`src/rtl/eirq_pkg.sv`:
```
// Shared register address decode for the external interrupt capture block.
// Assumes a word-addressed bus of two address bits.
package eirq_pkg;

    localparam int unsigned REG_ADDR_W = 2;

    typedef enum logic [REG_ADDR_W-1:0] {
        REG_FLAG  = 2'd0,
        REG_SENSE = 2'd1,
        REG_POL   = 2'd2,
        REG_SPARE = 2'd3
    } reg_sel_e;

endpackage

```
`src/rtl/eirq_sync.sv`:
```
// Multi-stage synchroniser for a vector of asynchronous pins.
// Assumes each pin is independent (no multi-bit coherency is needed).
module eirq_sync #(
    parameter int unsigned W      = 4,
    parameter int unsigned STAGES = 2
) (
    input  logic         clk,
    input  logic         rst_n,
    input  logic [W-1:0] async_i,
    output logic [W-1:0] sync_o
);

    localparam int unsigned LAST = STAGES - 1;

    logic [W-1:0] stage_q [STAGES];

    // Shift the pins through the flop chain
    always_ff @(posedge clk) begin
        if (!rst_n) begin
            for (int k = 0; k < STAGES; k++) stage_q[k] <= '0;
        end else begin
            stage_q[0] <= async_i;
            for (int k = 1; k < STAGES; k++) stage_q[k] <= stage_q[k-1];
        end
    end

    assign sync_o = stage_q[LAST];

    generate
        if (STAGES >= 2) begin : g_chain_chk

            sync_chain_chk: assert property (@(posedge clk) disable iff (!rst_n)
                sync_o == $past(stage_q[LAST-1]));
        end
    endgenerate

endmodule

```
`src/rtl/eirq_chan.sv`:
```
// One capture channel: edge history, level/edge detection and the sticky flag.
// Assumes sync_i is already in the clock domain; cfg_chg_i pulses for one
// cycle when software changes this channel's sensitivity or polarity.
module eirq_chan (
    input  logic clk,
    input  logic rst_n,
    input  logic sync_i,
    input  logic edge_mode_i,
    input  logic pol_high_i,
    input  logic clr_i,
    input  logic cfg_chg_i,
    output logic flag_o
);

    logic prev_q;
    logic flag_q;
    logic active;
    logic prev_active;
    logic edge_hit;
    logic hit;

    // Remember the previous synchronised sample for edge detection
    always_ff @(posedge clk) begin
        if (!rst_n) prev_q <= 1'b0;
        else        prev_q <= sync_i;
    end

    // Translate the polarity setting into an active condition
    always_comb begin
        active      = pol_high_i ? sync_i : ~sync_i;
        prev_active = pol_high_i ? prev_q : ~prev_q;
        edge_hit    = active & ~prev_active;
        hit         = edge_mode_i ? edge_hit : active;
    end

    // Sticky flag: reconfigure clears, detection beats a software clear
    always_ff @(posedge clk) begin
        if (!rst_n)         flag_q <= 1'b0;
        else if (cfg_chg_i) flag_q <= 1'b0;
        else if (hit)       flag_q <= 1'b1;
        else if (clr_i)     flag_q <= 1'b0;
    end

    assign flag_o = flag_q;


    w1c_clear_chk: assert property (@(posedge clk) disable iff (!rst_n)
        clr_i && !hit && !cfg_chg_i |=> !flag_o);

    edge_beats_clear_chk: assert property (@(posedge clk) disable iff (!rst_n)
        edge_mode_i && edge_hit && clr_i && !cfg_chg_i |=> flag_o);

    level_hold_chk: assert property (@(posedge clk) disable iff (!rst_n)
        !edge_mode_i && active && !cfg_chg_i |=> flag_o);

    cfg_clear_chk: assert property (@(posedge clk) disable iff (!rst_n)
        cfg_chg_i |=> !flag_o);

endmodule

```
`src/rtl/eirq_regs.sv`:
```
// Register file: sensitivity and polarity storage, clear and reconfigure
// strobes, and the combinational read multiplexer.
// Assumes single-cycle bus accesses with no wait states.
module eirq_regs
    import eirq_pkg::*;
#(
    parameter int unsigned NUM_CH = 4,
    parameter int unsigned DATA_W = 32
) (
    input  logic                  clk,
    input  logic                  rst_n,
    input  logic                  bus_sel,
    input  logic                  bus_wr,
    input  logic [REG_ADDR_W-1:0] bus_addr,
    input  logic [DATA_W-1:0]     bus_wdata,
    input  logic [NUM_CH-1:0]     flags_i,
    output logic [NUM_CH-1:0]     edge_mode_o,
    output logic [NUM_CH-1:0]     pol_high_o,
    output logic [NUM_CH-1:0]     clr_o,
    output logic [NUM_CH-1:0]     cfg_chg_o,
    output logic [DATA_W-1:0]     bus_rdata
);

    reg_sel_e            sel;
    logic                wr_en;
    logic [NUM_CH-1:0]   wr_bits;
    logic [NUM_CH-1:0]   sense_q;
    logic [NUM_CH-1:0]   pol_q;
    logic                unused_wdata_hi;

    assign sel             = reg_sel_e'(bus_addr);
    assign wr_en           = bus_sel & bus_wr;
    assign wr_bits         = bus_wdata[NUM_CH-1:0];
    assign unused_wdata_hi = ^bus_wdata[DATA_W-1:NUM_CH];

    // Decode the clear and reconfigure strobes for this cycle
    always_comb begin
        clr_o     = '0;
        cfg_chg_o = '0;
        if (wr_en) begin
            case (sel)
                REG_FLAG:  clr_o     = wr_bits;
                REG_SENSE: cfg_chg_o = wr_bits ^ sense_q;
                REG_POL:   cfg_chg_o = wr_bits ^ pol_q;
                default:   ;
            endcase
        end
    end

    // Store the sensitivity and polarity settings
    always_ff @(posedge clk) begin
        if (!rst_n) begin
            sense_q <= '0;
            pol_q   <= '1;
        end else if (wr_en) begin
            if (sel == REG_SENSE) sense_q <= wr_bits;
            if (sel == REG_POL)   pol_q   <= wr_bits;
        end
    end

    // Zero-extended read multiplexer
    always_comb begin
        bus_rdata = '0;
        if (bus_sel && !bus_wr) begin
            case (sel)
                REG_FLAG:  bus_rdata[NUM_CH-1:0] = flags_i;
                REG_SENSE: bus_rdata[NUM_CH-1:0] = sense_q;
                REG_POL:   bus_rdata[NUM_CH-1:0] = pol_q;
                default:   ;
            endcase
        end
    end

    assign edge_mode_o = sense_q;
    assign pol_high_o  = pol_q;


    sense_write_chk: assert property (@(posedge clk) disable iff (!rst_n)
        wr_en && sel == REG_SENSE |=> edge_mode_o == $past(bus_wdata[NUM_CH-1:0]));

    pol_write_chk: assert property (@(posedge clk) disable iff (!rst_n)
        wr_en && sel == REG_POL |=> pol_high_o == $past(bus_wdata[NUM_CH-1:0]));

endmodule

```
`src/rtl/ext_irq_capture.sv`:
```
// Top of the external interrupt capture block: synchronises the pins,
// runs one detector per channel and exposes the registers.
// Assumes pins are asynchronous and the bus is synchronous to clk.
module ext_irq_capture
    import eirq_pkg::*;
#(
    parameter int unsigned NUM_CH      = 4,
    parameter int unsigned DATA_W      = 32,
    parameter int unsigned SYNC_STAGES = 2
) (
    input  logic                  clk,
    input  logic                  rst_n,
    input  logic [NUM_CH-1:0]     pin_i,
    input  logic                  bus_sel,
    input  logic                  bus_wr,
    input  logic [REG_ADDR_W-1:0] bus_addr,
    input  logic [DATA_W-1:0]     bus_wdata,
    output logic [DATA_W-1:0]     bus_rdata,
    output logic [NUM_CH-1:0]     irq_o
);

    logic [NUM_CH-1:0] pin_sync;
    logic [NUM_CH-1:0] edge_mode;
    logic [NUM_CH-1:0] pol_high;
    logic [NUM_CH-1:0] clr;
    logic [NUM_CH-1:0] cfg_chg;
    logic [NUM_CH-1:0] flags;

    eirq_sync #(.W(NUM_CH), .STAGES(SYNC_STAGES)) sync_i (
        .clk     (clk),
        .rst_n   (rst_n),
        .async_i (pin_i),
        .sync_o  (pin_sync)
    );

    eirq_regs #(.NUM_CH(NUM_CH), .DATA_W(DATA_W)) regs_i (
        .clk         (clk),
        .rst_n       (rst_n),
        .bus_sel     (bus_sel),
        .bus_wr      (bus_wr),
        .bus_addr    (bus_addr),
        .bus_wdata   (bus_wdata),
        .flags_i     (flags),
        .edge_mode_o (edge_mode),
        .pol_high_o  (pol_high),
        .clr_o       (clr),
        .cfg_chg_o   (cfg_chg),
        .bus_rdata   (bus_rdata)
    );

    generate
        for (genvar c = 0; c < NUM_CH; c++) begin : g_chan
            eirq_chan chan_i (
                .clk         (clk),
                .rst_n       (rst_n),
                .sync_i      (pin_sync[c]),
                .edge_mode_i (edge_mode[c]),
                .pol_high_i  (pol_high[c]),
                .clr_i       (clr[c]),
                .cfg_chg_i   (cfg_chg[c]),
                .flag_o      (flags[c])
            );
        end
    endgenerate

    assign irq_o = flags;


    reserved_zero_chk: assert property (@(posedge clk) disable iff (!rst_n)
        bus_rdata[DATA_W-1:NUM_CH] == '0);

    idle_read_zero_chk: assert property (@(posedge clk) disable iff (!rst_n)
        !bus_sel |-> bus_rdata == '0);

endmodule

```
`config.mk`:
```
export PLATFORM = sky130hd
export DESIGN_NAME = ext_irq_capture
export DESIGN_NICKNAME = d
export VERILOG_FILES = /design/src/rtl/eirq_pkg.sv /design/src/rtl/eirq_sync.sv /design/src/rtl/eirq_chan.sv /design/src/rtl/eirq_regs.sv /design/src/rtl/ext_irq_capture.sv
export SDC_FILE = /design/constraint.sdc
export NUM_CORES = 1
export LEC_CHECK = 0
export ABC_AREA = 1
export BUFFER_PORTS_ARGS = -buffer_cell sky130_fd_sc_hd__buf_4
export CAP_MARGIN = 20
export CORE_ASPECT_RATIO = 0.7
export CORE_MARGIN = 8
export CORE_UTILIZATION = 47
export DETAILED_ROUTE_END_ITERATION = 16
export HOLD_SLACK_MARGIN = 0.08
export PLACE_DENSITY = 0.81
export SETUP_SLACK_MARGIN = 0.15
export SKIP_LAST_GASP = 1
export SYNTH_ARGS = -nofsm -noshare
export SYNTH_HDL_FRONTEND = slang
export SYNTH_SLANG_ARGS = --single-unit
```
`constraint.sdc`:
```
create_clock -name clk -period 1.6 [get_ports clk]
set_input_delay 0 -clock clk [delete_from_list [all_inputs] [get_ports clk]]
set_output_delay 0 -clock clk [all_outputs]
set_load 0.02 [all_outputs]
```
# [Yosys cells after proc, flatten, opt, wreduce, memory -nomap -nowiden]
# Memories as Yosys holds them, arrays and structs flattened.
# Index checks and enable logic that the tools add are counted.
[word_totals] regBits=16 mem_bits_rw=8 in_bits=42 out_inout_bits=36 elab_cells=78 mem_count=1
[classes] n_eq_ne=2 muxes=30 n_bitwise=22 reduce_logical=13
[mem_list] memory="sync_i.stage_q" words=2 word_bits=4 read_ports=2 rd_clocked_by_memory_dff=0 wr=2 line_no="eirq_sync.sv:15" rtl="logic [W-1:0] stage_q [STAGES];"
[op_table] op="two-way mux 4 bit" n=6
[op_table] op="two-way mux 1 bit" n=22
[op_table] op="inverter 1 bit" n=13
[op_table] op="one-hot mux 4 bit (3 select lines)" n=1
[op_table] op="one-hot mux 4 bit (2 select lines)" n=1
[op_table] op="nonzero test 2 bit" n=4
[op_table] op="OR reduction 2 bit" n=4
[op_table] op="XOR 4 bit" n=2
[op_table] op="AND 1 bit" n=5
[op_table] op="AND reduction 2 bit" n=2
[op_table] op="== test 2 x 1 -> 1 bit, second input constant" n=1
[op_table] op="== test 2 bit, second input constant" n=1
[op_table] op="logical NOT 2 bit" n=1
[op_table] op="bitwise OR 1 bit" n=2
[op_table] op="logical AND 1 bit" n=1
[op_table] op="logical NOT 1 bit" n=1

# [Longest topological paths before layout]
# Gate-level depths: netlist of run 1.
[logic_depth] depth_word=6 mapped_depth=9

# [Hierarchy]
# Synthesis of run 1 repeated with hierarchy kept, for this count alone.
[hier_totals] hier_cells=234 hier_area_um2=1505.2
[by_module_without_submodules] module="eirq_regs" n_inst=1 cells_each=137 area_per_inst_um2=844.6 seq_area_each_um2=160.2
[by_module_without_submodules] module="eirq_chan" n_inst=4 cells_each=17 area_per_inst_um2=101.3 seq_area_each_um2=40.0
[by_module_without_submodules] module="eirq_sync" n_inst=1 cells_each=29 area_per_inst_um2=255.2 seq_area_each_um2=160.2

# [Worst setup path before layout of run 1]
# Ideal clock, no wire load.
[synth_timing] path_type="flip-flop to flip-flop" start="register regs_i.sense_q[0], in the netlist regs_i.edge_mode_o[0]" end="register g_chan[0].chan_i.flag_q" arrival_ns=0.704 t_required_ns=1.487 setup_slack_ns=0.783 path_stages_with_launch=6 n_path_buf=0 synth_period_minus_slack_ns=0.817 cell_sequence="dfxtp_1 -> inv_1 -> o21ai_0 -> nand2_1 -> nor2_1 -> nor2_1"
[synth_between] elab_chain_len=4 elab_cells_between_ends=7 cone_classes="4 x mux; 1 x bitwise; 2 x reduce/logical"
[synth_lines] item="start, declared" line_no="eirq_regs.sv:27" rtl="logic [NUM_CH-1:0] sense_q;"
[synth_lines] item="start signal, assigned" line_no="eirq_regs.sv:56" rtl="if (sel == REG_SENSE) sense_q <= wr_bits;"
[synth_lines] item="XOR 4 bit" line_no="eirq_regs.sv:43" rtl="REG_SENSE: cfg_chg_o = wr_bits ^ sense_q;"
[synth_lines] item="one-hot mux 4 bit (2 select lines)" line_no="eirq_regs.sv:41" rtl="case (sel)"
[synth_lines] item="two-way mux 4 bit" line_no="eirq_regs.sv:40" rtl="if (wr_en) begin"
[synth_lines] item="OR reduction 2 bit (no line)"
[synth_lines] item="end signal, assigned" line_no="eirq_chan.sv:39" rtl="else if (cfg_chg_i) flag_q <= 1'b0;"
[synth_lines] item="end signal, assigned" line_no="eirq_chan.sv:40" rtl="else if (hit) flag_q <= 1'b1;"
[synth_lines] item="end signal, assigned" line_no="eirq_chan.sv:41" rtl="else if (clr_i) flag_q <= 1'b0;"
[synth_lines] item="end, declared" line_no="eirq_chan.sv:16" rtl="logic flag_q;"
# Parallel ways exist; a longest one is shown, timed or not.
# A chain may end at the register's enable or synchronous reset.

==> out/qor.csv, run 1 <==
metric,value,unit
first-pass GRT wire length,4554,um
PostCTS Resize Cnt,0,
Routed Antenna Nets,0,
CTS tree,yes,
die height,61.63,um
hold_sp,bus_sel,
wire length per cell,10.55,um
CP Cell Sequence,dlygate4sd3_1 -> buf_4 -> nand2_1 -> dlygate4sd3_1 -> inv_1,
slowest cell delay on critical path,0.56,ns
VDD IR max,0.6943,mV
WP data required,1.82,ns
tightest hold margin,0.2354,ns
drt first-iter violations,28,
CTS Buffer Depth,2,
leakage,0.0009179,uW
via count,1207,
Reg2Reg Launch Point,regs_i.edge_mode_o[3]$_SDFFE_PN0P_,
CP Max Fanout,24,
Crit path top cell by count,dlygate4sd3_1,
sequential element share of the synthesized area,34.38,%
Synth Register Bits,24,
grt total ovfl,0,
Worst setup SP type,primary input,
outcome,"finished, final reports clean",
PD cells,805.6,mW/mm^2
Routed WL,2869,um
share of layout cells above drive strength 1,12.29,%
Core Region,0.002823,mm^2
Worst Path Arrival,1.47,ns
Top Metal Used,met4,
Slowest cell on crit path,dlygate4sd3_1,
Tcrit/Tclk final,78.14,%
Worst Hold Class,in -> reg,
IO Pins,78,
initial antenna violation count,0,
H-Tree Depth,1,
fmax,0.7998,GHz
Root Driver,clkbuf_8,
Fin Clk Skew,0.002068,ns
Synth top area share,34.38,%
drt pass-1 iters,4,
P&R area growth vs syn,16.74,%
most frequent cells in the layout,"nand2_1 (61), conb_1 (28), inv_1 (27)",
vias per cell,4.438,
"top cells by area, synth","dfxtp_1 (34%), buf_4 (17%), nand2_1 (16%), inv_1 (7.3%), nand3_1 (6.1%)",
WL met2,1336,um
leading area contributor after synthesis,dfxtp_1,
Initial Util,49.51,%
synth unique cells,16,
CTS Sinks,24,
Worst-path clk slew,0.08,ns
clock latency on the worst-skew pair,0.26,ns
synthesized area,0.001398,mm^2
Synth warnings,0,
metal3 WL,262,um
met1 WL,1258,um
overall routing resource usage,11.84,%
final slew viol count,0,
cts bufs inserted,3,
largest net degree at the start of global routing,25,
crit path time final,1.250,ns
max-cap violations,0,
Syn Inst Count,206,
RSZ-0062 raised after global routing,no,
Syn Area/Cell,6.784,um^2
Critical Path Sink Type,flop,
DIE WIDTH,81.18,um
Post-Route Setup TNS,0,ns
antenna cells,0,
Routability Congestion,0.8450,
std cell rows,16,
placed wire-length estimate,2172,um
Final Net Count,283,
endpoints failing setup,0,
"commonest non-fill, non-tap cell in the layout",nand2_1,
vias in the first global route,997,
Setup CP Type,in -> reg,
Worst Max-Slew Pin Slew,0.5186,ns
Port Buffer Count,21,
die area,0.005002,mm^2
slew margin rel.,65.35,%
DRC violations left,0,
start point of the critical path,rst_n,
Hold Fails Final Rpt,0,
-- state kept, by name, indices dropped and copies added, names as in the netlist --
name / count
g_chan.chan_i.flag_o: 4
g_chan.chan_i.prev_q: 4
regs_i.edge_mode_o: 4
regs_i.pol_high_o: 4
sync_i.stage_q: 8
-- per-stage QoR --
| step | utilization, % | std cells | setup WS [ns] | cell area [um^2] | power, uW |
|---|---|---|---|---|---|
| floorplan | - | 233 | 0.7829 | 1499 | 885.7 |
| global placement | 51.24 | 255 | 0.4434 | 1446 | 889.1 |
| detailed placement | 51.24 | 255 | 0.4212 | 1446 | 893.8 |
| CTS | 57.80 | 272 | 0.3677 | 1632 | 1325 |
| global route | 57.80 | 272 | 0.2805 | 1632 | 1391 |
| finish | 57.80 | 272 | 0.3497 | 1632 | 1314 |
-- routing by layer --
layer  up-vias  track usage [%]
li1        636                -
met2        35            19.70
met1       534            14.42
met4         0            2.278
met5         -                0
met3         2            4.373
-- cells by family after synthesis --
| logic type | Yosys count | synth area share (%) |
|---|---|---|
| fa+ha+maj | 4 | 3.581 |
| flops | 24 | 34.38 |
| simple gates | 93 | 27.13 |
| compound gates | 20 | 8.595 |
| buf+inv | 64 | 26.05 |
| other cells | 1 | 0.2683 |
-- path summary, 6_finish.rpt --
path | to | slack (ns) | depth (start not counted)
worst min-delay path | regs_i.edge_mode_o[2]$_SDFFE_PN0P_ | 0.24 | 3
worst max-delay path | sync_i.stage_q[0][3]$_SDFF_PN0_ | 0.35 | 5
worst max register to register | g_chan[3].chan_i.flag_o$_SDFFE_PP0P_ | 0.65 | 5
worst min register to register | sync_i.stage_q[0][6]$_SDFF_PN0_ | 0.41 | 2
-- power by group --
part / leakage [uW] / internal (uW) / total, uW / switching (uW)
Sequential: 0.000197 / 624 / 642 / 18.1
Clock: 0.0000288 / 220 / 407 / 188
Combinational: 0.000692 / 98.5 / 265 / 166
Total: 0.000918 / 942 / 1310 / 372
-- critical path, delay by kind of cell --
kind	cells	cell delay, ns
buf+inv	4	1.38
simple gates	1	0.08
-- synthesized netlist by cell type, drive strengths merged --
| cell | n |
|---|---|
| inv | 29 |
| ha | 4 |
| nand3 | 17 |
| nor2 | 14 |
| buf | 35 |
| nand2 | 61 |
| a21oi | 4 |
| o21ai | 8 |
| conb | 1 |
| o21a | 4 |
| o211ai | 4 |
| dfxtp | 24 |
| nor3b | 1 |
-- layout make-up --
type | count | area [um^2]
fill | 292 | 1191
sequential | 24 | 480.5
inverter | 29 | 108.9
timing repair buffer | 34 | 287.8
tap | 36 | 45.04
multi-input combinational | 145 | 654.4
clock buffer | 4 | 55.05
-- what timing repair did --
item	4_1_cts	5_1_grt
hold endpoints to repair	18	0
hold buffers	13	0
buffers inserted	0	0
Note: power is estimated with default switching activity, not from simulation.
==> inputs of run 2 (changes only) <==
--- a/config.mk
+++ b/config.mk
@@ -10,10 +10,10 @@
 export CAP_MARGIN = 20
 export CORE_ASPECT_RATIO = 0.7
 export CORE_MARGIN = 8
-export CORE_UTILIZATION = 47
+export CORE_UTILIZATION = 40
 export DETAILED_ROUTE_END_ITERATION = 16
 export HOLD_SLACK_MARGIN = 0.08
-export PLACE_DENSITY = 0.81
+export PLACE_DENSITY = 0.73
 export SETUP_SLACK_MARGIN = 0.15
 export SKIP_LAST_GASP = 1
 export SYNTH_ARGS = -nofsm -noshare
==> constraint.sdc (replaced) <==
create_clock -name clk -period 1 [get_ports clk]
set_input_delay 0 -clock clk [delete_from_list [all_inputs] [get_ports clk]]
set_output_delay 0 -clock clk [all_outputs]
set_load 0.02 [all_outputs]
==> out/qor.csv, run 2 (synthesis gave the netlist of run 1 again) <==
metric,value,unit,change
Root Driver,clkbuf_8,,unchanged
Slowest cell on crit path,dfxtp_2,,was dlygate4sd3_1
final core occ,55.92,%,was 57.80%
"commonest non-fill, non-tap cell in the layout",nand2_1,,unchanged
Tcrit/Tclk final,101.2,%,
CTS Buffer Depth,2,,unchanged
outcome,"finished, violations left",,"was finished, final reports clean"
Hold Fails Final Rpt,0,,unchanged
DRC violations left,0,,unchanged
vias in the first global route,1235,,was 997
CP Cell Sequence,buf_4 -> nor2_4 -> o21ai_1 -> nand2_1 -> nor2_1 -> nor2_1,,was dlygate4sd3_1 -> buf_4 -> nand2_1 -> dlygate4sd3_1 -> inv_1
placed wire-length estimate,2318,um,was 2172 um
max reg flops,8,,unchanged
cell family with most CP delay,flip-flops,,was buffers and inverters
R2R depth,6,,was 5
reg-to-reg setup timing slack,-0.01,ns,was 0.65 ns
endpoints failing setup,1,,was 0
Routed Antenna Nets,0,,unchanged
first-pass GRT wire length,5554,um,was 4554 um
Port Buffer Count,21,,unchanged
CTS tree,yes,,unchanged
Routability Congestion,0.8901,,was 0.8450
Setup CP Type,reg -> reg,,was in -> reg
Worst-path clk slew,0.08,ns,about the same
drt first-iter violations,109,,was 28
crit path time final,1.012,ns,
H-Tree Depth,1,,unchanged
Worst setup SP type,flop,,was primary input
Core Region,0.003423,mm^2,was 0.002823 mm^2
final slew viol count,0,,unchanged
wire length per cell,12.25,um,was 10.55 um
final critical-path setup slack,-0.01193,ns,was 0.3497 ns
leakage,0.001052,uW,was 0.0009179 uW
VDD IR max,0.9273,mV,was 0.6943 mV
Worst Hold Class,in -> reg,,unchanged
initial antenna violation count,0,,unchanged
Fin Clk Skew,0.007927,ns,was 0.002068 ns
slowest cell delay on critical path,0.36,ns,was 0.56 ns
RSZ-0062 raised after global routing,yes,,was no
Largest Register,sync_i.stage_q,,unchanged
fmax,0.9882,GHz,
DIE WIDTH,86.65,um,was 81.18 um
overall routing resource usage,12.22,%,was 11.84%
start point of the critical path,regs_i.pol_high_o[2]$_SDFFE_PN1P_,,was rst_n
max-cap violations,0,,unchanged
failing checks,negative setup slack,,
die height,65.46,um,was 61.63 um
CTS Sinks,24,,unchanged
IO Pins,78,,unchanged
CP Max Fanout,3,,was 24
Buf/Inv on CP,1,,was 4
Initial Util,40.83,%,was 49.51%
most frequent cells in the layout,"nand2_1 (50), buf_4 (31), conb_1 (28)",,"was nand2_1 (61), conb_1 (28), inv_1 (27)"
antenna cells,0,,unchanged
Reg2Reg Launch Point,regs_i.pol_high_o[2]$_SDFFE_PN1P_,,was regs_i.edge_mode_o[3]$_SDFFE_PN0P_
cts bufs inserted,3,,unchanged
Worst Setup EP,g_chan[2].chan_i.flag_o$_SDFFE_PP0P_,,was sync_i.stage_q[0][3]$_SDFF_PN0_
worst flop-to-flop path endpoint,g_chan[2].chan_i.flag_o$_SDFFE_PP0P_,,was g_chan[3].chan_i.flag_o$_SDFFE_PP0P_
final design area excluding fillers,0.001914,mm^2,was 0.001632 mm^2
share of layout cells above drive strength 1,31.50,%,was 12.29%
Routed WL,3723,um,was 2869 um
WP data required,1.17,ns,was 1.82 ns
P&R area growth vs syn,36.97,%,was 16.74%
Final Net Count,302,,was 283
largest net degree at the start of global routing,25,,unchanged
drt pass-1 iters,4,,unchanged
PD cells,1121,mW/mm^2,was 805.6 mW/mm^2
vias per cell,4.418,,was 4.438
std cell rows,18,,was 16
"Cell Area, Placed",0.001516,mm^2,was 0.001446 mm^2
grt total ovfl,0,,unchanged
Critical Path Stages,6,,was 5
clock latency on the worst-skew pair,0.27,ns,was 0.26 ns
die area,0.005672,mm^2,was 0.005002 mm^2
via count,1343,,was 1207
Crit path top cell by count,nor2_1,,was dlygate4sd3_1
Critical Path Sink Type,flop,,unchanged
Worst Path Arrival,1.19,ns,was 1.47 ns
run 2: cell count changes in the layout (fill, tap and decap cells not counted), moves of 2 or more:
cell	change
dfxtp_1	-12
dfxtp_2	+12
buf_6	+11
nand2_1	-11
buf_4	+10
nand2_2	+8
o21ai_0	-4
o21ai_1	+4
nand2_4	+3
nand3_1	-3
nand3_2	+3
dlygate4sd3_1	-2
ha_1	-2
run 2: repair_timing:
action / CTS / global route
setup endpoints to repair: 8 / 17
endpoints found under the hold margin: 18 / 2
setup buffers: 10 / 4
hold buffers: 8 / 3
pin swaps: 11 / 5
resized for setup: 33 / 18
run 2: where the power goes:
group	total (uW)	internal [uW]	leakage [uW]	switching (uW)
clock	571	270	0.0000216	301
combinational	540	224	0.000832	316
sequential	1030	1000	0.000198	30.9
total	2150	1500	0.00105	648
run 2: metrics by stage:
stage / TNS, ns / setup WS [ns] / total power [uW] / hold slack (ns) / std cells
after floorplan: 0 / 0.1829 / 1417 / 0.09763 / 233
after global placement: -0.2505 / -0.05901 / 1448 / 0.1824 / 276
after detailed placement: -0.6090 / -0.08598 / 1452 / 0.1854 / 276
after CTS: 0 / 0.01230 / 2095 / 0.06555 / 297
after global routing: -0.1229 / -0.03219 / 2251 / 0.06528 / 304
final: -0.01193 / -0.01193 / 2146 / 0.04047 / 304
run 2: layer usage:
layer  share of wire [%]  up-vias  track usage, %
li1                    -      668               -
met1                  38      601           13.42
met2                  48       62           21.08
met3                  12       12           4.857
met4                 1.6        0           4.274
met5                   0        -               0
run 2: layout make-up:
class | count | area [um^2]
Inverter | 29 | 108.9
Timing Repair Buffer | 53 | 466.7
Clock buffer | 3 | 41.29
Tap cell | 50 | 62.56
Sequential cell | 24 | 495.5
Multi-Input combinational cell | 145 | 739.5
Fill cell | 334 | 1509
run 2: worst min path at each step:
stage              from  depth (start not counted)  slack, ns                                 to
6_report          rst_n                          2       0.04  regs_i.pol_high_o[2]$_SDFFE_PN1P_
5_1_grt           rst_n                          2       0.07  regs_i.pol_high_o[2]$_SDFFE_PN1P_
4_1_cts           rst_n                          2       0.07  regs_i.pol_high_o[3]$_SDFFE_PN1P_
3_5_place_dp   pin_i[2]                          3       0.19    sync_i.stage_q[0][2]$_SDFF_PN0_
3_3_place_gp   pin_i[1]                          3       0.18    sync_i.stage_q[0][1]$_SDFF_PN0_
2_1_floorplan  pin_i[0]                          2        0.1    sync_i.stage_q[0][0]$_SDFF_PN0_
==> inputs of run 3 (changes only) <==
--- a/config.mk
+++ b/config.mk
@@ -14,6 +14,7 @@
 export DETAILED_ROUTE_END_ITERATION = 16
 export HOLD_SLACK_MARGIN = 0.08
 export PLACE_DENSITY = 0.73
+export RECOVER_POWER = 50
 export SETUP_SLACK_MARGIN = 0.15
 export SKIP_LAST_GASP = 1
 export SYNTH_ARGS = -nofsm -noshare
==> out/qor.csv, run 3 (synthesis gave the netlist of run 1 again) <==
metric,value,unit,change
outcome,"finished, violations left",,unchanged
failing checks,negative setup slack,,unchanged
Slowest cell on crit path,dfxtp_2,,unchanged
Buf/Inv on CP,1,,unchanged
metal3 WL,380,um,was 436 um
Routed Antenna Nets,0,,unchanged
Crit path top cell by count,nor2_1,,unchanged
cell family with most CP delay,flip-flops,,unchanged
wire length per cell,12.14,um,was 12.25 um
PD cells,1124,mW/mm^2,was 1121 mW/mm^2
antenna cells,0,,unchanged
IO Pins,78,,unchanged
initial antenna violation count,0,,unchanged
Setup CP Type,reg -> reg,,unchanged
endpoints failing setup,1,,unchanged
Worst-path clk slew,0.09,ns,was 0.08 ns
Port Buffer Count,21,,unchanged
cts bufs inserted,3,,unchanged
RSZ-0062 raised after global routing,yes,,unchanged
Tcrit/Tclk final,101.3,%,was 101.2%
slowest cell delay on critical path,0.36,ns,about the same
std cell rows,18,,unchanged
CP Max Fanout,3,,unchanged
"Cell Count, Final, Fillers Out",304,,unchanged
overall routing resource usage,12.22,%,unchanged
final slew viol count,0,,unchanged
DIE WIDTH,86.65,um,unchanged
final critical-path setup slack,-0.01284,ns,was -0.01193 ns
CTS Sinks,24,,unchanged
cell count after placement,276,,unchanged
Post-Route Setup TNS,-0.01284,ns,was -0.01193 ns
Root Driver,clkbuf_8,,unchanged
drt pass-1 iters,4,,unchanged
most frequent cells in the layout,"nand2_1 (50), buf_4 (30), conb_1 (28)",,"was nand2_1 (50), buf_4 (31), conb_1 (28)"
Largest Register,sync_i.stage_q,,unchanged
grt total ovfl,0,,unchanged
Routability Congestion,0.8901,,unchanged
fmax,0.9873,GHz,was 0.9882 GHz
Routed WL,3690,um,was 3723 um
drt first-iter violations,127,,was 109
clock latency on the worst-skew pair,0.27,ns,about the same
placed wire-length estimate,2318,um,unchanged
Critical Path Sink Type,flop,,unchanged
vias in the first global route,1235,,unchanged
CP Cell Sequence,buf_4 -> nor2_4 -> o21ai_1 -> nand2_1 -> nor2_1 -> nor2_1,,unchanged
CTS tree,yes,,unchanged
DRC violations left,0,,unchanged
die area,0.005672,mm^2,unchanged
"commonest non-fill, non-tap cell in the layout",nand2_1,,unchanged
Worst setup SP type,flop,,unchanged
WL met2,1792,um,was 1800 um
Overall Power,2151,uW,was 2146 uW
die height,65.46,um,unchanged
leakage,0.001052,uW,about the same
first-pass GRT wire length,5554,um,unchanged
max-cap violations,0,,unchanged
crit path time final,1.013,ns,was 1.012 ns
Fin Clk Skew,0.01014,ns,was 0.007927 ns
vias per cell,4.408,,was 4.418
max reg flops,8,,unchanged
Top Metal Used,met4,,unchanged
WP data required,1.18,ns,was 1.17 ns
largest net degree at the start of global routing,25,,unchanged
Worst Hold Class,in -> reg,,unchanged
share of layout cells above drive strength 1,31.50,%,unchanged
CTS Buffer Depth,2,,unchanged
H-Tree Depth,1,,unchanged
Initial Util,40.83,%,unchanged
Hold Fails Final Rpt,0,,unchanged
VDD IR max,0.9269,mV,was 0.9273 mV
via count,1340,,was 1343
Worst Path Arrival,1.19,ns,about the same
met1 WL,1452,um,was 1423 um
Core Region,0.003423,mm^2,unchanged
Final Net Count,302,,unchanged
P&R area growth vs syn,36.97,%,unchanged
[run 3: layout make-up]
type / count / area, um^2
fillers: 334 / 1509
multi-input cells: 145 / 739.5
flip-flops and latches: 24 / 495.5
repair buffers: 53 / 466.7
inverters: 29 / 108.9
well taps: 50 / 62.56
clock buffers: 3 / 41.29
[run 3: power breakdown]
part	internal (uW)	switching, uW	total, uW
sequential	1000	30.9	1030
combinational	224	315	539
clock	270	307	577
[run 3: worst register-to-register path, stage by stage (launching register included)]
cell and delay, ns:
dfxtp_2 0.36, buf_4 0.14, nor2_4 0.04, o21ai_1 0.11, nand2_1 0.11, nor2_1 0.10, nor2_1 0.05
[run 3: repair_timing]
action                     in CTS  in global routing
hold buffers                    8                  3
hold endpoints to repair       18                  2
gates resized for setup        33                 18
setup buffers                  10                  4
setup endpoints to repair       8                 17
pin swaps                      11                  5
[run 3: path summary, 6_finish.rpt]
path / from / slack [ns] / endpoint / depth (start not counted)
worst max-delay path: regs_i.pol_high_o[2]$_SDFFE_PN1P_ / -0.01 / g_chan[2].chan_i.flag_o$_SDFFE_PP0P_ / 6
worst min-delay path: rst_n / 0.03 / regs_i.pol_high_o[2]$_SDFFE_PN1P_ / 2
worst max register to register: regs_i.pol_high_o[2]$_SDFFE_PN1P_ / -0.01 / g_chan[2].chan_i.flag_o$_SDFFE_PP0P_ / 6
worst min register to register: sync_i.stage_q[0][0]$_SDFF_PN0_ / 0.42 / sync_i.stage_q[0][4]$_SDFF_PN0_ / 2
[run 3: through the flow]
step	setup WS, ns	utilization (%)	hold slack (ns)	area [um^2]
after floorplan	0.1829	-	0.09763	1499
after global placement	-0.05901	44.30	0.1824	1516
after detailed placement	-0.08598	44.30	0.1854	1516
after CTS	0.01230	52.19	0.06555	1787
after global routing	-0.03219	55.92	0.06528	1914
final	-0.01284	55.92	0.03466	1914
[run 3: routing by layer]
| layer | up-vias | GRT usage [%] |
|---|---|---|
| met5 | - | 0 |
| met1 | 602 | 13.42 |
| met2 | 54 | 21.08 |
| met4 | 0 | 4.274 |
| li1 | 672 | - |
| met3 | 12 | 4.857 |
